--- config.mk ---
export PLATFORM = sky130hd
export DESIGN_NAME = ucs_emitter
export DESIGN_NICKNAME = d
export VERILOG_FILES = /design/src/rtl/ucs_pkg.sv /design/src/rtl/ucs_step.sv /design/src/rtl/ucs_rom.sv /design/src/rtl/ucs_lane_pack.sv /design/src/rtl/ucs_emitter.sv
export SDC_FILE = /design/constraint.sdc
export NUM_CORES = 1
export LEC_CHECK = 0
export CELL_PAD_IN_SITES_DETAIL_PLACEMENT = 0
export CELL_PAD_IN_SITES_GLOBAL_PLACEMENT = 1
export CORE_UTILIZATION = 40
export DETAILED_ROUTE_END_ITERATION = 12
export GPL_TIMING_DRIVEN = 0
export PLACE_DENSITY_LB_ADDON = 0.1
export SLEW_MARGIN = 40
export SYNTH_ARGS = -nofsm -noshare
export SYNTH_HDL_FRONTEND = slang
export SYNTH_SLANG_ARGS = --single-unit
export TNS_END_PERCENT = 50
--- constraint.sdc ---
create_clock -name clk_i -period 18 [get_ports clk_i]
set_clock_uncertainty 0.15 [all_clocks]
set_input_delay 3.6 -clock clk_i [delete_from_list [all_inputs] [get_ports clk_i]]
set_output_delay 3.6 -clock clk_i [all_outputs]
set_load 0.03 [all_outputs]
--- src/rtl/ucs_pkg.sv ---
package ucs_pkg;
  typedef enum logic {ST_IDLE, ST_RUN} seq_state_e;

  // example sequence table, computed per address
  function automatic logic [31:0] rom_word(input logic [31:0] addr);
    return (addr * 32'h9E37) ^ 32'h5A5A;
  endfunction
endpackage

--- src/rtl/ucs_step.sv ---
module ucs_step
  import ucs_pkg::*;
#(
  parameter int LANES  = 4,
  parameter int ADDR_W = 6,
  parameter int CNT_W  = 6
) (
  input  logic              clk_i,
  input  logic              rst_ni,
  input  logic              start_valid_i,
  input  logic [ADDR_W-1:0] start_entry_i,
  input  logic [CNT_W-1:0]  start_count_i,
  input  logic              beat_take_i,
  output logic              busy_o,
  output logic [ADDR_W-1:0] base_o,
  output logic [CNT_W-1:0]  remain_o
);
  localparam logic [CNT_W-1:0]  LanesC  = CNT_W'(LANES);
  localparam logic [ADDR_W-1:0] StrideA = ADDR_W'(LANES);

  seq_state_e        state_q;
  logic [ADDR_W-1:0] base_q;
  logic [CNT_W-1:0]  remain_q;
  logic              long_req;
  logic              final_beat;

  assign long_req   = start_count_i > LanesC;
  assign final_beat = remain_q <= LanesC;

  always_ff @(posedge clk_i or negedge rst_ni) begin
    if (!rst_ni) begin
      state_q  <= ST_IDLE;
      base_q   <= '0;
      remain_q <= '0;
    end else begin
      unique case (state_q)
        ST_IDLE: begin
          if (start_valid_i && long_req) begin
            state_q  <= ST_RUN;
            base_q   <= start_entry_i;
            remain_q <= start_count_i;
          end
        end
        ST_RUN: begin
          if (beat_take_i) begin
            if (final_beat) begin
              state_q  <= ST_IDLE;
              remain_q <= '0;
            end else begin
              base_q   <= base_q + StrideA;
              remain_q <= remain_q - LanesC;
            end
          end
        end
        default: state_q <= ST_IDLE;
      endcase
    end
  end

  assign busy_o   = (state_q == ST_RUN);
  assign base_o   = base_q;
  assign remain_o = remain_q;
endmodule

--- src/rtl/ucs_rom.sv ---
module ucs_rom
  import ucs_pkg::*;
#(
  parameter int LANES  = 4,
  parameter int ADDR_W = 6,
  parameter int UOP_W  = 16
) (
  input  logic [ADDR_W-1:0]      base_i,
  output logic [LANES*UOP_W-1:0] data_o
);
  for (genvar k = 0; k < LANES; k++) begin : g_port
    logic [ADDR_W-1:0] addr;
    logic [31:0]       word;
    assign addr = base_i + ADDR_W'(k);  // wraps at table end
    assign word = rom_word(32'(addr));
    assign data_o[k*UOP_W +: UOP_W] = word[UOP_W-1:0];
  end
endmodule

--- src/rtl/ucs_lane_pack.sv ---
module ucs_lane_pack #(
  parameter int LANES = 4,
  parameter int UOP_W = 16,
  parameter int CNT_W = 6
) (
  input  logic                   busy_i,
  input  logic [CNT_W-1:0]       remain_i,
  input  logic [LANES*UOP_W-1:0] raw_i,
  output logic [LANES*UOP_W-1:0] uop_o,
  output logic [LANES-1:0]       lane_valid_o,
  output logic                   last_o
);
  for (genvar k = 0; k < LANES; k++) begin : g_lane
    logic live;
    assign live = busy_i && (CNT_W'(k) < remain_i);
    assign lane_valid_o[k] = live;
    assign uop_o[k*UOP_W +: UOP_W] = live ? raw_i[k*UOP_W +: UOP_W] : '0;
  end
  assign last_o = busy_i && (remain_i <= CNT_W'(LANES));
endmodule

--- src/rtl/ucs_emitter.sv ---
module ucs_emitter #(
  parameter int LANES  = 4,
  parameter int ADDR_W = 6,
  parameter int CNT_W  = 6,
  parameter int UOP_W  = 16
) (
  input  logic                   clk_i,
  input  logic                   rst_ni,
  input  logic                   start_valid_i,
  output logic                   start_ready_o,
  input  logic [ADDR_W-1:0]      start_entry_i,
  input  logic [CNT_W-1:0]       start_count_i,
  output logic                   dec_stall_o,
  output logic                   out_valid_o,
  input  logic                   out_ready_i,
  output logic [LANES*UOP_W-1:0] uop_o,
  output logic [LANES-1:0]       lane_valid_o,
  output logic                   last_o
);
  logic              busy;
  logic [ADDR_W-1:0] base;
  logic [CNT_W-1:0]  remain;
  logic [LANES*UOP_W-1:0] raw;

  ucs_step #(.LANES(LANES), .ADDR_W(ADDR_W), .CNT_W(CNT_W)) u_step (
    .clk_i         (clk_i),
    .rst_ni        (rst_ni),
    .start_valid_i (start_valid_i),
    .start_entry_i (start_entry_i),
    .start_count_i (start_count_i),
    .beat_take_i   (busy && out_ready_i),
    .busy_o        (busy),
    .base_o        (base),
    .remain_o      (remain)
  );

  ucs_rom #(.LANES(LANES), .ADDR_W(ADDR_W), .UOP_W(UOP_W)) u_rom (
    .base_i (base),
    .data_o (raw)
  );

  ucs_lane_pack #(.LANES(LANES), .UOP_W(UOP_W), .CNT_W(CNT_W)) u_pack (
    .busy_i       (busy),
    .remain_i     (remain),
    .raw_i        (raw),
    .uop_o        (uop_o),
    .lane_valid_o (lane_valid_o),
    .last_o       (last_o)
  );

  assign out_valid_o   = busy;
  assign dec_stall_o   = busy;
  assign start_ready_o = !busy;
endmodule

Word level (Yosys, flattened, before mapping)
Index checks and enable logic that the tools add are counted.
{"block": "word_totals", "elab_cells": 52, "regBits": 13, "input_bits": 16, "out_inout_bits": 72}
{"block": "classes", "order_cmp": 6, "mul": 4, "eq_ne": 3, "reduce_logical": 10, "bitwise": 5, "addsub": 5, "mux": 16}
{"operator": "$mul 6x16->16 const B", "n": 4}
{"operator": "$mux 16", "n": 4}
{"operator": "$mux 6", "n": 6}
{"operator": "$not 8->8", "n": 4}
{"operator": "$pmux 6 s2", "n": 2}
{"operator": "$add 6x2->6 const B", "n": 2}
{"operator": "$lt 1x6->1 const A", "n": 2}
{"operator": "$lt 2x6->1 const A", "n": 2}
{"operator": "$logic_and 1x1->1", "n": 7}
{"operator": "$add 6x1->6 const B", "n": 1}
{"operator": "$add 6x3->6 const B", "n": 1}
{"operator": "$gt 6x3->1 const B", "n": 1}
{"operator": "$le 6x3->1 const B", "n": 1}
{"operator": "$sub 6x3->6 const B", "n": 1}
{"operator": "$ne 2x1->1 const B", "n": 2}
{"operator": "$mux 1", "n": 3}
{"operator": "$reduce_and 3->1", "n": 1}
{"operator": "$ne 2x2->1 const B", "n": 1}
{"operator": "$pmux 1 s2", "n": 1}
{"operator": "$reduce_and 2->1", "n": 1}
{"operator": "$logic_not 1->1", "n": 1}
{"operator": "$not 1->1", "n": 1}

Logic depth before layout (Yosys ltp)
{"block": "depth", "depth_word": 4, "depth_mapped": 20, "mapped_depth_nobuf": 19}

Cells and area by module
From an unflattened synthesis, not the netlist that was laid out.
{"block": "unflattened", "cells_unflattened": 843, "hier_area_um2": 6742.7}
{"module": "ucs_rom", "n_inst": 1, "cells_each": 619, "area_each_um2": 5250.0, "seq_area_each_um2": 0.0}
{"module": "ucs_step", "n_inst": 1, "cells_each": 79, "area_each_um2": 782.0, "seq_area_each_um2": 325.3}
{"module": "ucs_lane_pack", "n_inst": 1, "cells_each": 142, "area_each_um2": 693.2, "seq_area_each_um2": 0.0}
{"module": "ucs_emitter", "n_inst": 1, "cells_each": 3, "area_each_um2": 17.5, "seq_area_each_um2": 0.0}

Worst setup path before layout
No wires, ideal clock.
{"block": "synth_path", "path_type": "flip-flop to output port", "startpoint": "reg u_step.base_q[0], in the netlist u_step.base_o[0]", "endpoint": "out uop_o[27]", "path_slack_ns": 9.342, "path_buffers": 2, "path_stages_with_launch": 16, "t_arrival_ns": 4.908, "required_ns": 14.250, "path_cell_list": "dfrtp_1 > buf_4 > buf_1 > nand3_1 > xnor2_1 > fa_1 > fa_1 > fa_1 > inv_1 > ha_1 > a21o_1 > a31o_2 > a21oi_1 > o21ai_0 > xor2_1 > nor2_1"}
{"block": "synth_between", "elab_chain_cells": 4}
{"item": "start: declaration", "line": "ucs_step.sv:22", "text": "logic [ADDR_W-1:0] base_q;"}
{"item": "start signal: assignment", "line": "ucs_step.sv:40", "text": "base_q <= start_entry_i;"}
{"item": "start signal: assignment", "line": "ucs_step.sv:50", "text": "base_q <= base_q + StrideA;"}
{"item": "$add 6x1->6", "line": "ucs_rom.sv:14", "text": "assign addr = base_i + ADDR_W'(k);"}
{"item": "$mul 6x16->16", "line": "ucs_pkg.sv:6", "text": "return (addr * 32'h9E37) ^ 32'h5A5A;"}
{"item": "$not 8->8 (no line)"}
{"item": "$mux 16", "line": "ucs_lane_pack.sv:17", "text": "assign uop_o[k*UOP_W +: UOP_W] = live ? raw_i[k*UOP_W +: UOP_W] : '0;"}
{"item": "end: declaration", "line": "ucs_emitter.sv:16", "text": "output logic [LANES*UOP_W-1:0] uop_o,"}
No other way between the ends.

Final worst setup path
{"block": "layout_path", "startpoint": "reg u_step.base_q[0], in the netlist u_step.base_o[0]", "endpoint": "out uop_o[63]"}
{"block": "layout_between", "elab_chain_cells": 3}
{"item": "$add 6x2->6", "line": "ucs_rom.sv:14"}
{"item": "$mul 6x16->16", "line": "ucs_pkg.sv:6"}
{"item": "$mux 16", "line": "ucs_lane_pack.sv:17"}
No other way between the ends.

==> impl_metrics.json <==
{
  "status": "completed",
  "relSlewSlack_pct": 55.3,
  "synth_edf_count": 0,
  "die_h_um": 126,
  "io_pins": 88,
  "fin_crit_sh_pct": 55.9,
  "synth_ff_type": "dfrtp_1",
  "synth_area_leader_cell": "ha_1",
  "timing.rr.start": "u_step.remain_o[2]",
  "arrival_ns": 6.31,
  "wl_per_cell_um": 14.2,
  "syn-num-nets": 946,
  "postCtsHoldBufs": 0,
  "routed_wl_mm": 14.4,
  "clockBufferDepth": 2,
  "clk_latency_ns": 0.24,
  "synthArstFlopShare_pct": 100,
  "core_area_um2": 14800,
  "drtIter0Drc": 193,
  "dpl.hpwl_mm": 12.4,
  "grt_max_degree": 14,
  "detail-route-antenna-nets": 0,
  "synth.distinct_cells": 60,
  "crit_path_start": "u_step.base_o[0]",
  "netlist.area_leader.share_pct": 26.8,
  "max_freq_mhz": 99.4,
  "path_class": "flop to primary output",
  "critical_path_peak_fanout": 12,
  "area_growth_pct": 19.1,
  "synth_seq_cells": 13,
  "drtPass1Iterations": 4,
  "synth-seq-area-share_pct": 5.31,
  "mostFrequentLayoutCells": "ha_1 (131), inv_1 (122), clkdlybuf4s50_1 (86)",
  "hold_viol_final": 0,
  "drc_errors": 0,
  "track_usage_pct": 18.9,
  "hold_end": "u_step.remain_o[5]",
  "portBuffers": 86,
  "htreeDepth": 1,
  "cts_buffers": 3,
  "die_w_um": 126,
  "report.final.slew_viol_count": 0,
  "setup_tns_ns": 0,
  "hold_depth": 1,
  "min_period_ns": 10.06,
  "final_common_cell": "ha_1",
  "endpoint_kind": "primary output",
  "syn_area_um2": 6120,
  "grt-ovfl-total": 0,
  "drive_gt1_share_pct": 5.52,
  "setup_violations": 0,
  "crit_path_start_kind": "flop",
  "synth_warnings": 0,
  "hold_start": "u_step.remain_o[5]",
  "place_congestion": 0.881,
  "dieArea_um2": 15800,
  "r2r-end": "u_step.remain_o[5]",
  "synth.avg_cell_area_um2": 8.24,
  "clock-root-buffer": "clkbuf_16",
  "dr_total_vias": 5094,
  "cts.clk_slew.worst_paths_ns": 0.05,
  "antenna_found_initial": 0,
  "rr_worst_depth": 6,
  "nNetsFinal": 1037,
  "ctsResizeCount": 0,
  "yosys-top-cells-area": "ha_1 (27%), fa_1 (18%), xnor2_1 (7.7%), inv_1 (7.5%), dfrtp_1 (5.3%)",
  "rsz0062_at_grt": "no",
  "worstPathRequired_ns": 14.25,
  "rows": 44,
  "postCtsSetupBuffers": 0,
  "start_util_pct": 41.5,
  "synth_cells": 743,
  "diodes": 0,
  "tightest_slew_ns": 0.666,
  "routed_via_density": 5.01,
  "cts_sinks": 13,
  "max_cap_violations": 0,
  "min_path_type": "flop to flop",
  "ff2ff_setup_slack_ns": 15.93,
  "grt_pass1_vias": 5167,
  "grt_pass1_wl_mm": 24.7,
  "cts_tree": "built"
}
==> sequential cells by signal (all words and copies together) (netlist names) <==
signal           cells
u_step.base_o        6
u_step.remain_o      6
u_step.busy_o        1
==> critical path, stage by stage (launching register included) <==
cell and delay (ns):
dfrtp_1 0.55, buf_4 0.27, inv_1 0.32, ha_1 0.42, inv_1 0.14, nand2_1 0.08, xnor2_1 0.26, inv_1 0.08
ha_1 0.38, xor2_1 0.33, fa_1 0.51, fa_1 0.57, inv_1 0.05, ha_1 0.33, a21oi_1 0.21, o21ai_0 0.15
o21ai_0 0.33, a31oi_1 0.16, xnor2_1 0.17, nor2_1 0.09, clkdlybuf4s50_1 0.67
==> cells in the mapped netlist (all sizes together), types with 10 or more instances <==
library cell and count:
xor2 20, nand3 12, clkbuf 10, nor3 10, ha 131, fa 56
buf 11, o21ai 27, a21oi 45, inv 125, nand2 38, xnor2 55
nor2 82, a21o 14, dfrtp 13
==> per-layer routing <==
layer  part of all wire [%]  global-route usage, %  up-vias
li1                       -                      -     2628
met1                     51                   27.0     2373
met2                     45                   31.9       87
met3                    3.4                   1.95        6
met4                   0.57                   1.58        0
met5                      0                      0        -
==> stage by stage <==
| stage | area, um2 | worst slack (ns) | hold WS (ns) | utilization [%] | instances |
|---|---|---|---|---|---|
| finish | 7290 | 7.94 | 0.424 | 49.4 | 1017 |
| global placement | 7210 | 8.21 | 0.392 | 48.9 | 1013 |
| detailed placement | 7210 | 8.13 | 0.412 | 48.9 | 1013 |
| global route | 7290 | 7.50 | 0.452 | 49.4 | 1017 |
| floorplan | 6120 | 9.34 | 0.367 | - | 743 |
| CTS | 7290 | 7.85 | 0.424 | 49.4 | 1017 |
==> worst max-delay path by stage <==
stage                      to  cells after the start
floorplan           uop_o[27]                     15
global placement    uop_o[63]                     20
detailed placement  uop_o[63]                     20
CTS                 uop_o[63]                     20
global route        uop_o[63]                     20
finish              uop_o[63]                     20
==> cell type report <==
cell class,count,area (um2)
Fill cell,1483,7460
Multi-Input combinational cell,584,5210
Timing Repair Buffer,86,861
Inverter,125,469
Sequential cell,13,325
Tap cell,184,230
Buffer,21,121
Clock buffer,4,78.8
==> logic make-up after synthesis <==
family,Yosys count,share of synthesized area [%]
DFF,13,5.31
xor gates and xnor gates,75,10.9
and+or+nand+nor,181,13.4
adders and majority gates,187,45.1
buffers and inverters,146,9.65
AOI/OAI and AO/OA,136,14.8
muxes,5,0.838
Power is left out: the tool's default activity adds up to more than one toggle a clock period on the data nets, which glitch-free logic cannot reach.
